## src/rtl/dbell_pkg.sv

```systemverilog
package dbell_pkg;

  // Word indices inside the register window (address bits above the byte lane)
  localparam int unsigned WIDX_MASK = 0;
  localparam int unsigned WIDX_STAT = 1;
  localparam int unsigned WIDX_NODE = 2;
  localparam int unsigned WIDX_BELL = 3;

  // Doorbell word layout
  localparam int unsigned BELL_DEST_LSB = 16;
  localparam int unsigned BELL_VEC_W    = 8;

  typedef enum logic [1:0] {
    RSEL_NONE = 2'd0,
    RSEL_MASK = 2'd1,
    RSEL_STAT = 2'd2,
    RSEL_NODE = 2'd3
  } rsel_e;

endpackage

```

## src/rtl/dbell_decode.sv

```systemverilog
module dbell_decode
  import dbell_pkg::*;
#(
  parameter int unsigned ADDR_W = 8
) (
  input  logic [ADDR_W-1:0] addr,
  input  logic              wr,
  input  logic              rd,
  output logic              wr_mask,
  output logic              wr_stat,
  output logic              wr_bell,
  output logic              rd_stat,
  output rsel_e             rsel
);

  localparam int unsigned WORD_W = ADDR_W - 2;

  logic [WORD_W-1:0] widx;
  logic              aligned;

  assign widx    = addr[ADDR_W-1:2];
  assign aligned = (addr[1:0] == 2'b00);

  // Writes decode on the word index only
  always_comb begin
    wr_mask = wr && (widx == WORD_W'(WIDX_MASK));
    wr_stat = wr && (widx == WORD_W'(WIDX_STAT));
    wr_bell = wr && (widx == WORD_W'(WIDX_BELL));
  end

  // Reads need an aligned address
  always_comb begin
    rsel = RSEL_NONE;
    if (rd && aligned) begin
      if (widx == WORD_W'(WIDX_MASK))      rsel = RSEL_MASK;
      else if (widx == WORD_W'(WIDX_STAT)) rsel = RSEL_STAT;
      else if (widx == WORD_W'(WIDX_NODE)) rsel = RSEL_NODE;
      else                                 rsel = RSEL_NONE;
    end
  end

  assign rd_stat = (rsel == RSEL_STAT);

endmodule

```

## src/rtl/dbell_irqstat.sv

```systemverilog
module dbell_irqstat #(
  parameter int unsigned DATA_W = 32
) (
  input  logic              clk,
  input  logic              rst_n,
  input  logic              wr_mask,
  input  logic              wr_stat,
  input  logic              rd_stat,
  input  logic [DATA_W-1:0] wdata,
  input  logic              evt_in,
  input  logic              msi_mode,
  input  logic              pin_en,
  output logic [DATA_W-1:0] mask_q,
  output logic [DATA_W-1:0] stat_q,
  output logic              irq_o
);

  logic [DATA_W-1:0] stat_d;
  logic              stat_en;
  logic              evt_set;
  logic              legacy_pin;

  assign legacy_pin = !msi_mode && pin_en;
  assign evt_set    = evt_in && !msi_mode;

  // Status next state: write beats clear-on-read, a local event beats both
  always_comb begin
    stat_d = stat_q;
    if (wr_stat)      stat_d = wdata;
    else if (rd_stat) stat_d = '0;
    if (evt_set)      stat_d = DATA_W'(1);
  end

  assign stat_en = wr_stat || rd_stat || evt_set;

  always_ff @(posedge clk or negedge rst_n) begin
    if (!rst_n)       mask_q <= '0;
    else if (wr_mask) mask_q <= wdata;
  end

  always_ff @(posedge clk or negedge rst_n) begin
    if (!rst_n)       stat_q <= '0;
    else if (stat_en) stat_q <= stat_d;
  end

  assign irq_o = legacy_pin && (|(stat_q & mask_q));

endmodule

```

## src/rtl/dbell_vectab.sv

```systemverilog
module dbell_vectab #(
  parameter int unsigned PEERS  = 16,
  parameter int unsigned CNT_W  = 8,
  parameter int unsigned DEST_W = 16,
  parameter int unsigned VEC_W  = 8,
  localparam int unsigned IDX_W  = (PEERS > 1) ? $clog2(PEERS) : 1,
  localparam int unsigned PCNT_W = $clog2(PEERS + 1)
) (
  input  logic              clk,
  input  logic              rst_n,
  input  logic              ld_en,
  input  logic [IDX_W-1:0]  ld_idx,
  input  logic [CNT_W-1:0]  ld_cnt,
  input  logic [PCNT_W-1:0] peer_cnt,
  input  logic [DEST_W-1:0] dest,
  input  logic [VEC_W-1:0]  vec,
  output logic              hit
);

  logic [CNT_W-1:0]  cnt_q [PEERS];
  logic [PCNT_W-1:0] eff_peers;
  logic              peer_ok;
  logic [CNT_W-1:0]  sel_cnt;

  // One register per peer, each with its own load enable
  for (genvar g = 0; g < PEERS; g++) begin : g_entry
    logic ent_en;
    assign ent_en = ld_en && (ld_idx == IDX_W'(g));
    always_ff @(posedge clk or negedge rst_n) begin
      if (!rst_n)      cnt_q[g] <= '0;
      else if (ent_en) cnt_q[g] <= ld_cnt;
    end
  end

  always_comb begin
    eff_peers = peer_cnt;
    if (32'(peer_cnt) > PEERS) eff_peers = PCNT_W'(PEERS);
  end

  assign peer_ok = (32'(dest) < 32'(eff_peers));

  always_comb begin
    sel_cnt = '0;
    for (int i = 0; i < PEERS; i++) begin
      if (32'(dest) == i) sel_cnt = cnt_q[i];
    end
  end

  assign hit = peer_ok && (32'(vec) < 32'(sel_cnt));

endmodule

```

## src/rtl/dbell_regblk.sv

```systemverilog
module dbell_regblk
  import dbell_pkg::*;
#(
  parameter int unsigned ADDR_W = 8,
  parameter int unsigned DATA_W = 32,
  parameter int unsigned PEERS  = 16,
  parameter int unsigned CNT_W  = 8,
  parameter int unsigned ID_W   = 16,
  localparam int unsigned DEST_W = DATA_W - BELL_DEST_LSB,
  localparam int unsigned VEC_W  = BELL_VEC_W,
  localparam int unsigned IDX_W  = (PEERS > 1) ? $clog2(PEERS) : 1,
  localparam int unsigned PCNT_W = $clog2(PEERS + 1)
) (
  input  logic              clk,
  input  logic              rst_n,
  input  logic [ADDR_W-1:0] bus_addr,
  input  logic              bus_wr,
  input  logic [DATA_W-1:0] bus_wdata,
  input  logic              bus_rd,
  output logic [DATA_W-1:0] bus_rdata,
  input  logic [ID_W-1:0]   node_id,
  input  logic              msi_mode,
  input  logic              pin_en,
  input  logic [PCNT_W-1:0] peer_cnt,
  input  logic              tbl_ld,
  input  logic [IDX_W-1:0]  tbl_idx,
  input  logic [CNT_W-1:0]  tbl_cnt,
  input  logic              evt_in,
  output logic              irq_o,
  output logic              ntf_valid,
  output logic [DEST_W-1:0] ntf_dest,
  output logic [VEC_W-1:0]  ntf_vec
);

  logic              wr_mask;
  logic              wr_stat;
  logic              wr_bell;
  logic              rd_stat;
  rsel_e             rsel;
  logic [DATA_W-1:0] mask_q;
  logic [DATA_W-1:0] stat_q;
  logic [DEST_W-1:0] bell_dest;
  logic [VEC_W-1:0]  bell_vec;
  logic              bell_hit;
  logic [DATA_W-1:0] rdata_d;
  logic              ntf_d;

  dbell_decode #(.ADDR_W(ADDR_W)) u_dec (
    .addr    (bus_addr),
    .wr      (bus_wr),
    .rd      (bus_rd),
    .wr_mask (wr_mask),
    .wr_stat (wr_stat),
    .wr_bell (wr_bell),
    .rd_stat (rd_stat),
    .rsel    (rsel)
  );

  dbell_irqstat #(.DATA_W(DATA_W)) u_irq (
    .clk      (clk),
    .rst_n    (rst_n),
    .wr_mask  (wr_mask),
    .wr_stat  (wr_stat),
    .rd_stat  (rd_stat),
    .wdata    (bus_wdata),
    .evt_in   (evt_in),
    .msi_mode (msi_mode),
    .pin_en   (pin_en),
    .mask_q   (mask_q),
    .stat_q   (stat_q),
    .irq_o    (irq_o)
  );

  assign bell_dest = bus_wdata[DATA_W-1:BELL_DEST_LSB];
  assign bell_vec  = bus_wdata[VEC_W-1:0];

  dbell_vectab #(
    .PEERS  (PEERS),
    .CNT_W  (CNT_W),
    .DEST_W (DEST_W),
    .VEC_W  (VEC_W)
  ) u_tab (
    .clk      (clk),
    .rst_n    (rst_n),
    .ld_en    (tbl_ld),
    .ld_idx   (tbl_idx),
    .ld_cnt   (tbl_cnt),
    .peer_cnt (peer_cnt),
    .dest     (bell_dest),
    .vec      (bell_vec),
    .hit      (bell_hit)
  );

  // Read data next state
  always_comb begin
    unique case (rsel)
      RSEL_MASK: rdata_d = mask_q;
      RSEL_STAT: rdata_d = stat_q;
      RSEL_NODE: rdata_d = DATA_W'(node_id);
      default:   rdata_d = '0;
    endcase
  end

  always_ff @(posedge clk or negedge rst_n) begin
    if (!rst_n) bus_rdata <= '0;
    else        bus_rdata <= rdata_d;
  end

  // Doorbell notify
  assign ntf_d = wr_bell && bell_hit;

  always_ff @(posedge clk or negedge rst_n) begin
    if (!rst_n) ntf_valid <= 1'b0;
    else        ntf_valid <= ntf_d;
  end

  always_ff @(posedge clk or negedge rst_n) begin
    if (!rst_n) begin
      ntf_dest <= '0;
      ntf_vec  <= '0;
    end else if (ntf_d) begin
      ntf_dest <= bell_dest;
      ntf_vec  <= bell_vec;
    end
  end

endmodule

```

## config.mk

```make
export PLATFORM = sky130hd
export DESIGN_NAME = dbell_regblk
export DESIGN_NICKNAME = d
export VERILOG_FILES = /design/src/rtl/dbell_pkg.sv /design/src/rtl/dbell_decode.sv /design/src/rtl/dbell_irqstat.sv /design/src/rtl/dbell_vectab.sv /design/src/rtl/dbell_regblk.sv
export SDC_FILE = /design/constraint.sdc
export NUM_CORES = 1
export LEC_CHECK = 0
export CAP_MARGIN = 10
export CORE_UTILIZATION = 50
export DETAILED_ROUTE_END_ITERATION = 10
export PLACE_DENSITY = 0.73
export SYNTH_ARGS = -nofsm -noshare
export SYNTH_HDL_FRONTEND = slang
export SYNTH_SLANG_ARGS = --single-unit
```

## constraint.sdc

```tcl
create_clock -name clk -period 8.1 [get_ports clk]
set_clock_uncertainty 0.2 [all_clocks]
set_input_delay 1.62 -clock clk [delete_from_list [all_inputs] [get_ports clk]]
set_output_delay 1.62 -clock clk [all_outputs]
set_load 0.005 [all_outputs]
```

* After elaboration in Yosys (flattened, before gate mapping)
Cells that the tools add are included.
Storage, ports and cells: register bits after elaboration 249, output and inout bits 58
Operators by class: reduce and logical (&&, ||, !) cells 35, magnitude comparators 3, bitwise gates (word level) 1, multiplexer cells 25, eq/ne operators 36
Operator list (number):
- $eq 16x4->1 const B | 8
- $mux 8 | 16
- $mux 32 | 3
- $pmux 32 s3 | 1
- $eq 16x3->1 const B | 4
- $and 32x32->32 | 1
- $eq 16x2->1 const B | 2
- $eq 4x4->1 const B | 8
- $reduce_or 32->1 | 1
- $logic_and 1x1->1 | 25
- $eq 16x1->1 const B | 1
- $eq 4x3->1 const B | 4
- $logic_not 16->1 | 1
- $lt 16x5->1 | 1
- $eq 6x2->1 const B | 2
- $eq 4x2->1 const B | 2
- $lt 8x8->1 | 1
- $mux 2 | 4
- $eq 6x1->1 const B | 1
- $logic_not 6->1 | 1
- $gt 5x5->1 const B | 1
- $mux 5 | 1
- $eq 2x2->1 const B | 2
- $eq 4x1->1 const B | 1
- 7 further kinds | 8

* Depth between registers and ports, before layout
Gate-level depths: netlist of run 1.
depth in word-level cells 20, depth in mapped cells 17

* Cells and area by module
A second synthesis of run 1 with hierarchy kept.
Second synthesis, totals: cell total of the unflattened synthesis 844, area total of the unflattened synthesis 11466.0 µm²
Modules (own cells, without submodules):
- dbell_vectab | times used 1, cells each 520, area an instance 6496.2 µm², sequential area each 3203.1 µm²
- dbell_irqstat | times used 1, cells each 166, area an instance 2553.7 µm², sequential area each 1601.5 µm²
- dbell_regblk | times used 1, cells each 145, area an instance 2341.0 µm², sequential area each 1426.4 µm²
- dbell_decode | times used 1, cells each 13, area an instance 75.1 µm², sequential area each 0.0 µm²

* Worst setup path after synthesis of run 1
OpenSTA, ideal clock, no wires.
path kind input-to-reg, start point input port bus_wdata[27], end point register ntf_dest[0], arrival 4.972 ns, path slack 2.800 ns, required time 7.772 ns, stages 15, cells stage by stage or4_1 -> buf_2 -> or4_4 -> o22ai_1 -> a211oi_1 -> o22a_1 -> a2bb2oi_1 -> ha_1 -> nand4_1 -> nor2_1 -> nand2_1 -> nor4bb_1 -> a21oi_4 -> buf_6 -> mux2_1
On the way: word-level cells in the longest chain between the ends 20, elaborated cells between the ends (all ways) 36
RTL lines:
- from (decl) | line dbell_regblk.sv:18 | input logic [DATA_W-1:0] bus_wdata,
- $logic_not 16->1 | line dbell_vectab.sv:45 | if (32'(dest) == i) sel_cnt = cnt_q[i];
- $mux 8 (16 in a row) | line dbell_vectab.sv:45
- $lt 8x8->1 | line dbell_vectab.sv:49 | assign hit = peer_ok && (32'(vec) < 32'(sel_cnt));
- $logic_and 1x1->1 * | line dbell_vectab.sv:49
- $logic_and 1x1->1 * | line dbell_regblk.sv:110 | assign ntf_d = wr_bell && bell_hit;
- to (signal assigned) | line dbell_regblk.sv:122 | ntf_dest <= bell_dest;
- to (decl) | line dbell_regblk.sv:31 | output logic [DEST_W-1:0] ntf_dest,
Mark *: on every way between the ends. The rest lies on a longest branch, timed or not. A chain may end at the register's enable or synchronous reset.

* Final worst setup path of run 1
start point input port bus_wdata[29], end point register ntf_vec[2]
On the way: word-level cells in the longest chain between the ends 20, elaborated cells between the ends (all ways) 36
RTL lines:
- $logic_not 16->1 | line dbell_vectab.sv:45
- $mux 8 (16 in a row) | line dbell_vectab.sv:45
- $lt 8x8->1 | line dbell_vectab.sv:49
- $logic_and 1x1->1 * | line dbell_vectab.sv:49
- $logic_and 1x1->1 * | line dbell_regblk.sv:110
- to (signal assigned) | line dbell_regblk.sv:123 | ntf_vec <= bell_vec;
- to (decl) | line dbell_regblk.sv:32 | output logic [VEC_W-1:0] ntf_vec
Marked as above.

==> flow_metrics.tcl, run 1 <==
set metrics [dict create \
    worstSetupPathType "in2reg" \
    globalRouteTotalUtil_pct 26.6 \
    ys_ff_latch 249 \
    hp-class "reg2reg" \
    die_h_um 153 \
    cts_buffers 27 \
    p_seq_share_pct 48.5 \
    ys_types 63 \
    hold_depth 1 \
    yosys.area.top_type "dfrtp_1" \
    fin_tns_setup_ns 0 \
    hp-start "ntf_dest[0]" \
    clockPowerShare_pct 38.6 \
    arrival_ns 6.34 \
    nNetsFinal 1135 \
    coreArea_um2 22100 \
    cellPowerDensity_nw_per_um2 226 \
    netlist_area_um2 11400 \
    grt_first_pass_wirelength_mm 48.5 \
    syn-num-nets 1007 \
    synthArstFlopShare_pct 100 \
    clockRootBuffer "clkbuf_16" \
    hold_viol_final 0 \
    instances_no_fill 1338 \
    wirelength_mm 30.4 \
    first_iter_violations 516 \
    rr_endpoint "ntf_vec[2]" \
    hold_buffers 0 \
    synth.most_common_cell "dfrtp_1" \
    rows 54 \
    holdPathEnd "ntf_dest[0]" \
    wire_per_inst_um 22.8 \
    num_vias 8075 \
    synth_edf_count 0 \
    grt-ovfl-total 0 \
    post_cts_buffers 0 \
    cts_buffer_depth 3 \
    tightest_slew_ns 1.20 \
    setup_viol 0 \
    ys.flop_type "dfrtp_1" \
    grt_pass1_vias 8390 \
    r2r-start "u_tab.cnt_q[119]" \
    seq_area_frac_synth_pct 54.6 \
    rsz0062_at_grt "no" \
    htreeDepth 1 \
    cp-end-kind "register" \
    clk_pin_slew_ns 0.06 \
    boundaryPins 139 \
    cp-start-kind "input pin" \
    hpwl_mm 21.2 \
    drcViolationCount 0 \
    rr_worst_depth 11 \
    n_antenna_cell 0 \
    die-area_um2 23400 \
    cellLeakagePower_uw 0.00608 \
    die_width_um 153 \
    cap_violations 0 \
    layout-area-overhead-vs-synth_pct 22.0 \
    fmax_ghz 0.163 \
    clkLatencyLatePin_ns 0.54 \
    antenna_found_initial 0 \
    intPower_uw 2370 \
    layout_min_cycle_time_ns 6.13 \
    r2r_slack_ns 4.22 \
    synth_common_cells "dfrtp_1, mux2_2, nor2_1" \
    status "finished, final reports clean" \
    ant_nets 0 \
    gp_congestion 0.944 \
    synth.yosys.warnings 0 \
    portBuffers 138 \
    avgSynthCellArea_um2 12.5 \
    finalMaxSlewViolations 0 \
    p_sw_uw 773 \
    p_sw_share_pct 24.6 \
    cts.repair.resized 0 \
    ir_worst_vdd_mv 0.200 \
    cp.required_ns 8.31 \
    timing.final.crit_share_pct 75.7 \
    netlist_instances 915 \
    vias_per_cell 6.04 \
    synth.top_cell.area_share_pct 54.6 \
    cp_max_fo 25 \
    grt_max_degree 92 \
    synth_area_leaders "dfrtp_1, mux2_2, mux2i_1" \
    placed_cells 1294 \
    clock-sinks 249 \
    drive_above_1_share_pct 23.7 \
    p_comb_share_pct 12.9 \
    initial_core_util_pct 51.6 \
    cts_tree "done" \
    slew_headroom_pct 19.1 \
    drtPass1Iterations 5 \
]
==> critical path: stages <==
cell	delay, ns
clkdlybuf4s50_1	0.48
nor3_1	0.98
nand4_1	0.45
o32a_1	0.48
o311ai_1	0.11
o2111ai_1	0.20
o21a_1	0.16
ha_1	0.18
or3_1	0.37
a21oi_1	0.13
o2111ai_1	0.17
a21oi_4	0.59
mux2_2	0.40
==> logic make-up (layout without fill, tap and decap cells) <==
| family | after synthesis | in the layout | share of synthesized area, % |
|---|---|---|---|
| DFF | 249 | 249 | 54.6 |
| buffers and inverters | 61 | 204 | 2.17 |
| muxes | 226 | 226 | 22.5 |
| AOI/OAI and AO/OA | 154 | 154 | 10.1 |
| and+or+nand+nor | 214 | 214 | 9.42 |
| adders and majority gates | 11 | 11 | 1.21 |
==> cell type report <==
class	count	area, µm²
Fill cell	1701	8180
Sequential cell	249	6230
Multi-Input combinational cell	605	4940
Timing Repair Buffer	155	1500
Clock buffer	38	787
Tap cell	280	350
Clock inverter	6	86.3
Inverter	5	18.8
==> power by group through the flow <==
stage	registers [µW]	clock network, µW	logic, µW
2_1_floorplan	1500	0	265
3_3_place_gp	1540	0	394
3_5_place_dp	1540	0	406
4_1_cts	1520	1240	409
5_1_grt	1540	1290	444
6_report	1520	1220	407
==> through the flow <==
stage / util [%] / total power [µW] / instance area, µm² / hold slack (ns) / setup WS (ns)
floorplan: - / 1770 / 11400 / 0.271 / 2.80
global placement: 59.0 / 1930 / 13000 / 0.269 / 1.63
detailed placement: 59.0 / 1950 / 13000 / 0.276 / 1.59
CTS: 63.0 / 3170 / 13900 / 0.290 / 2.11
global route: 63.0 / 3270 / 13900 / 0.309 / 1.56
finish: 63.0 / 3150 / 13900 / 0.285 / 1.97
==> routing by layer <==
metal	track usage (%)	vias to the layer above	routed length (µm)
met1	36.5	4133	13300
met2	44.1	266	14800
met4	6.78	0	656
met3	4.51	47	1680
met5	0	-	0
li1	-	3629	-
==> sequential cells by signal (all words and copies together) (netlist names) <==
signal	count
bus_rdata	32
ntf_dest	16
ntf_valid	1
ntf_vec	8
u_irq.mask_q	32
u_irq.stat_q	32
u_tab.cnt_q	128
==> placed cells by master, fill, tap and decap left out, types with 5 or more instances in the layout <==
| cell type | netlist | final |
|---|---|---|
| and3_1 | 6 | 6 |
| a22oi_1 | 13 | 13 |
| nand4_1 | 11 | 11 |
| mux4_2 | 6 | 6 |
| buf_4 | 0 | 17 |
| clkbuf_16 | 0 | 27 |
| nor3_1 | 10 | 9 |
| a21oi_1 | 33 | 32 |
| a22o_1 | 34 | 34 |
| nand2_1 | 29 | 29 |
| nand2b_1 | 8 | 8 |
| clkbuf_8 | 0 | 7 |
| o22ai_1 | 7 | 7 |
| clkdlybuf4s50_1 | 0 | 135 |
| nand3_1 | 15 | 15 |
| inv_1 | 5 | 5 |
| mux2_1 | 8 | 8 |
| mux2_2 | 171 | 171 |
| o21ai_0 | 15 | 15 |
| ha_1 | 11 | 11 |
| nor2_1 | 85 | 85 |
| a221oi_1 | 9 | 9 |
| or3_1 | 5 | 5 |
| nor2b_1 | 20 | 20 |
| mux2i_1 | 41 | 41 |
| dfrtp_1 | 249 | 249 |
==> worst max-delay path by stage <==
stage / cells after the start / startpoint / slack [ns] / endpoint
after CTS: 13 / bus_wdata[29] / 2.11 / ntf_vec[1]
after floorplan: 15 / bus_wdata[27] / 2.80 / ntf_dest[0]
after detailed placement: 13 / bus_wdata[29] / 1.59 / ntf_vec[1]
final: 13 / bus_wdata[29] / 1.97 / ntf_vec[2]
after global routing: 12 / bus_wdata[30] / 1.56 / ntf_vec[0]
after global placement: 13 / bus_wdata[30] / 1.63 / ntf_vec[2]
Power figures use the tool's default switching activity.
==> inputs of run 2 (changes only) <==
--- a/config.mk
+++ b/config.mk
@@ -8,7 +8,7 @@
 export CAP_MARGIN = 10
 export CORE_UTILIZATION = 50
 export DETAILED_ROUTE_END_ITERATION = 10
-export PLACE_DENSITY = 0.73
+export PLACE_DENSITY = 0.76
 export SYNTH_ARGS = -nofsm -noshare
 export SYNTH_HDL_FRONTEND = slang
 export SYNTH_SLANG_ARGS = --single-unit
==> constraint.sdc (replaced) <==
create_clock -name clk -period 4.96 [get_ports clk]
set_clock_uncertainty 0.2 [all_clocks]
set_input_delay 0.992 -clock clk [delete_from_list [all_inputs] [get_ports clk]]
set_output_delay 0.992 -clock clk [all_outputs]
set_load 0.005 [all_outputs]
==> run 2 against run 1 <==
  * Via count grew 4.3%
  * Worst setup slack lost 1.8 ns
  * Die area is the same
  * Register-to-register slack lost 2.9 ns
  * Sequential power grew 63%
  * Hold slack gained 0.0024 ns
  * Non-clock buffer count grew 65
  * Sequential share of layout area shrank 1.7 points
  * First-iteration DRC count grew 13%
  * Clock-buffer cell count grew 6
  * Utilization grew 2.4 points
==> flow_metrics.tcl, run 2 (synthesis results as in run 1) <==
set metrics [dict create \
    status "finished, final reports clean" \
    drcViolationCount 0 \
    hold_buffers 0 \
    clk_pin_slew_ns 0.06 \
    cts_tree "done" \
    portBuffers 138 \
    antenna_found_initial 0 \
    drive_above_1_share_pct 28.1 \
    coreArea_um2 22100 \
    nNetsFinal 1200 \
    cts_buffer_depth 3 \
    clockRootBuffer "clkbuf_16" \
    cellPowerDensity_nw_per_um2 355 \
    post_cts_buffers 0 \
    globalRouteTotalUtil_pct 27.0 \
    num_vias 8426 \
    clock-sinks 249 \
    p_comb_share_pct 13.5 \
    postPlaceCellArea_um2 13600 \
    hold_viol_final 0 \
    n_antenna_cell 0 \
    hpwl_mm 21.9 \
    p_sw_share_pct 24.4 \
    wirelength_mm 31.0 \
    cellLeakagePower_uw 0.00641 \
    die_h_um 153 \
    cp-start-kind "input pin" \
    layout_min_cycle_time_ns 4.75 \
    p_sw_uw 1250 \
    arrival_ns 4.95 \
    fin_tns_setup_ns 0 \
    boundaryPins 139 \
    hp-class "reg2reg" \
    layout-area-overhead-vs-synth_pct 26.7 \
    final_cell_mix "dfrtp_1, mux2_2, clkdlybuf4s50_1" \
    final_area_um2 14400 \
    largest_reg_flops 128 \
    clockPowerShare_pct 38.2 \
    ant_nets 0 \
    ir_worst_vdd_mv 0.290 \
    die-area_um2 23400 \
    grt_first_pass_wirelength_mm 49.1 \
    p_seq_share_pct 48.3 \
    grt_max_degree 119 \
    top_register "u_tab.cnt_q" \
    worstSetupPathType "in2reg" \
    timing.final.crit_share_pct 95.8 \
    htreeDepth 1 \
    final_util_pct 65.4 \
    cp_max_fo 14 \
    setup_viol 0 \
    rows 54 \
    grt_pass1_vias 8631 \
    cap_violations 0 \
    holdWs_ns 0.288 \
    clkLatencyLatePin_ns 0.52 \
    wire_per_inst_um 22.1 \
    drtPass1Iterations 5 \
    mostFrequentLayoutCell "dfrtp_1" \
    tightest_slew_ns 1.01 \
    cts_buffers 27 \
    slew_headroom_pct 32.7 \
    die_width_um 153 \
    grt-ovfl-total 0 \
    fmax_ghz 0.210 \
    vias_per_cell 5.99 \
    intPower_uw 3880 \
    gp_congestion 0.969 \
    cp-end-kind "register" \
    first_iter_violations 585 \
    initial_core_util_pct 51.6 \
    finalMaxSlewViolations 0 \
    cp.required_ns 5.16 \
]
-- run 2: final cells by class --
class / count / area, µm²
Fill cell: 1652 / 7650
Sequential cell: 249 / 6230
Multi-Input combinational cell: 605 / 4940
Timing Repair Buffer: 220 / 2030
Clock buffer: 44 / 830
Tap cell: 280 / 350
Clock inverter: 4 / 45.0
Inverter: 5 / 18.8
-- run 2: what timing repair did --
action / CTS / global route
hold endpoints to repair: 0 / 0
gates resized for setup: 0 / 2
setup endpoints to repair: 0 / 13
-- run 2: critical path: stages --
cell and delay (ns):
clkdlybuf4s50_1 0.42, or4_1 0.62, buf_4 0.20, nor4_4 0.40
buf_4 0.19, nand2_1 0.05, o221ai_1 0.09, o2111ai_1 0.16
a32o_1 0.24, ha_1 0.29, nand4_1 0.10, nor2_1 0.14
nand2_1 0.07, nor4bb_1 0.28, buf_4 0.17, a21oi_4 0.05
buf_12 0.17, mux2_1 0.31
-- run 2: per-stage QoR --
| step | setup slack [ns] | cells | total power [µW] |
|---|---|---|---|
| floorplan | 0.288 | 915 | 2880 |
| global placement | -0.294 | 1359 | 3160 |
| global route | -0.000635 | 1407 | 5330 |
| CTS | 0.158 | 1407 | 5160 |
| finish | 0.209 | 1407 | 5140 |
| detailed placement | -0.363 | 1359 | 3200 |
-- run 2: path summary, 6_finish.rpt --
path,startpoint,endpoint,slack (ns),depth (start not counted)
worst min-delay path,ntf_dest[1],ntf_dest[1],0.29,1
min in group asynchronous,rst_n,bus_rdata[28],0.33,1
max in group asynchronous,rst_n,u_irq.stat_q[20],3.12,2
worst min register to register,ntf_dest[1],ntf_dest[1],0.29,1
worst max-delay path,bus_wdata[27],ntf_vec[6],0.21,18
worst max register to register,u_tab.cnt_q[127],ntf_vec[4],1.32,12
-- run 2: power groups by stage --
stage / clock network (µW) / logic (µW) / registers, µW
3_5_place_dp: 0 / 689 / 2510
3_3_place_gp: 0 / 667 / 2490
6_report: 1960 / 693 / 2480
2_1_floorplan: 0 / 432 / 2450
5_1_grt: 2070 / 754 / 2510
4_1_cts: 1980 / 696 / 2480
-- run 2: metal layers --
layer / routed length (µm) / share of wire [%] / global-route usage (%)
met5: 0 / 0 / 0
met4: 833 / 2.7 / 8.23
met3: 2010 / 6.5 / 4.22
met2: 15100 / 49 / 45.1
met1: 13100 / 42 / 36.3
==> inputs of run 3 (changes only) <==
--- a/config.mk
+++ b/config.mk
@@ -6,9 +6,11 @@
 export NUM_CORES = 1
 export LEC_CHECK = 0
 export CAP_MARGIN = 10
+export CORE_MARGIN = 5
 export CORE_UTILIZATION = 50
 export DETAILED_ROUTE_END_ITERATION = 10
-export PLACE_DENSITY = 0.76
+export PLACE_DENSITY = 0.73
+export RECOVER_POWER = 25
 export SYNTH_ARGS = -nofsm -noshare
 export SYNTH_HDL_FRONTEND = slang
 export SYNTH_SLANG_ARGS = --single-unit
==> constraint.sdc (replaced) <==
create_clock -name clk -period 5.7 [get_ports clk]
set_clock_uncertainty 0.2 [all_clocks]
set_input_delay 1.14 -clock clk [delete_from_list [all_inputs] [get_ports clk]]
set_output_delay 1.14 -clock clk [all_outputs]
set_load 0.005 [all_outputs]
==> run 3 against run 2 <==
  * Non-clock buffer count is 51 lower
  * The run now ends with max-capacitance violations, max-slew violations left
  * Largest power group unchanged
  * Via count is 3.0% lower
  * First-iteration DRC count is 7.7% higher
  * Register-to-register slack better by 0.66 ns
  * Clock-buffer cell count is 8 lower
==> flow_metrics.tcl, run 3 (synthesis results as in run 1) <==
set metrics [dict create \
    cp-end-kind "register" \
    cp.required_ns 5.91 \
    drtPass1Iterations 5 \
    cts_buffer_depth 3 \
    clockRootBuffer "clkbuf_16" \
    p_seq_share_pct 48.7 \
    num_vias 8170 \
    grt-ovfl-total 0 \
    crit_slowest_cell "or4_1" \
    drive_above_1_share_pct 24.8 \
    worstSetupPathType "in2reg" \
    ir_worst_vdd_mv 0.289 \
    p_comb_share_pct 13.0 \
    largest_reg_flops 128 \
    critical_path.top_delay_family "compound AO/OA/AOI/OAI gates" \
    die_width_um 161 \
    slew_headroom_pct -113 \
    cts_buffers 27 \
    max_stage_delay_ns 0.69 \
    post_cts_buffers 0 \
    clkLatencyLatePin_ns 0.53 \
    final_cell_mix "dfrtp_1, mux2_2, clkdlybuf4s50_1" \
    boundaryPins 139 \
    arrival_ns 5.36 \
    layout_min_cycle_time_ns 5.15 \
    fin_ws_ns 0.552 \
    seq_area_um2 6230 \
    cellPowerDensity_nw_per_um2 316 \
    cp-start-kind "input pin" \
    cp_max_fo 14 \
    grt_first_pass_wirelength_mm 49.2 \
    clk_pin_slew_ns 0.06 \
    cap_violations 1 \
    wirelength_mm 30.9 \
    drcViolationCount 0 \
    crit_chain "clkdlybuf4s50_1, or4_1, or4_4, o22ai_1, a211oi_1, o22a_1, a2bb2oi_1, ha_1, nor2_1, nand3_1, a2111oi_0, o2111ai_1, a21oi_4, mux2_2" \
    wire_per_inst_um 22.7 \
    hold_viol_final 0 \
    antenna_found_initial 0 \
    layout-area-overhead-vs-synth_pct 22.8 \
    grt_max_degree 131 \
    p_sw_share_pct 24.5 \
    multi_input_area_um2 4940 \
    status "finished, violations left" \
    vias_per_cell 6.01 \
    instances_no_fill 1359 \
    initial_core_util_pct 50.5 \
    portBuffers 138 \
    p_sw_uw 1090 \
    top_register "u_tab.cnt_q" \
    clockPowerShare_pct 38.2 \
    cellLeakagePower_uw 0.00615 \
    fin_tns_setup_ns 0 \
    clock-sinks 249 \
    grt_pass1_vias 8547 \
    setup_viol 0 \
    tightest_slew_ns 3.19 \
    fmax_ghz 0.194 \
    timing.final.crit_share_pct 90.3 \
    nNetsFinal 1149 \
    place_ws_ns 0.0530 \
    ant_nets 0 \
    intPower_uw 3340 \
    rsz0062_at_grt "no" \
    gp_congestion 0.928 \
    nFillCells 1771 \
    critPathBufInv 1 \
    violations "max-capacitance violations, max-slew violations" \
    mostFrequentLayoutCell "dfrtp_1" \
    hp-class "reg2reg" \
    die-area_um2 25900 \
    cts_tree "done" \
    n_antenna_cell 0 \
    die_h_um 161 \
    coreArea_um2 22600 \
    globalRouteTotalUtil_pct 23.8 \
    cts.repair.resized 0 \
    placed_cells 1313 \
    first_iter_violations 630 \
    htreeDepth 1 \
    hold_buffers 0 \
    hpwl_mm 21.9 \
    finalMaxSlewViolations 131 \
    rows 55 \
]
## run 3: layout make-up
class	instances	area share [%]
Clock buffer	36	5.35
Clock inverter	10	0.768
Inverter	5	0.134
Multi-Input combinational cell	605	35.2
Sequential cell	249	44.5
Tap cell	285	2.54
Timing Repair Buffer	169	11.5
## run 3: per-layer routing
layer  GRT usage [%]  vias to the layer above  part of all wire [%]
met1            33.7                     4117                    44
li1                -                     3670                     -
met5               0                        -                     0
met3            4.36                       73                   6.9
met2            37.5                      310                    46
met4            7.72                        0                   3.3
## run 3: worst register-to-register path: stages, from the launching register on
cell and delay [ns]:
dfrtp_1 0.38, mux2_2 0.26, a22oi_1 0.24, o22ai_1 0.11, a211oi_1 0.27, o22a_1 0.23, a2bb2oi_1 0.18, ha_1 0.28
a2111oi_0 0.38, o2111ai_1 0.25, a21oi_4 0.42, mux2_2 0.39
## run 3: through the flow
stage          instance area, µm²  hold slack (ns)  power [µW]  util [%]
2_1_floorplan               11400            0.271        2510         -
4_1_cts                     14000            0.292        4470      62.2
3_5_place_dp                13200            0.278        2760      58.4
5_1_grt                     14000            0.309        4620      62.1
6_report                    14000            0.290        4430      62.1
3_3_place_gp                13200            0.271        2740      58.4
## run 3: power groups by stage
stage          sequential, µW  combinational (µW)  clock, µW
2_1_floorplan            2130                 376          0
3_3_place_gp             2170                 565          0
3_5_place_dp             2180                 580          0
4_1_cts                  2150                 584       1730
5_1_grt                  2180                 637       1800
6_report                 2160                 578       1690
## run 3: final timing paths
check | startpoint | slack (ns) | depth (start not counted) | to
setup / recovery | bus_wdata[26] | 0.55 | 14 | ntf_vec[2]
hold / removal | ntf_vec[7] | 0.29 | 1 | ntf_vec[7]
setup reg to reg | u_tab.cnt_q[127] | 1.98 | 11 | ntf_vec[2]
hold reg to reg | ntf_vec[7] | 0.29 | 1 | ntf_vec[7]
max in group asynchronous | rst_n | 1.19 | 2 | u_tab.cnt_q[40]
min in group asynchronous | rst_n | 1.41 | 1 | bus_rdata[27]
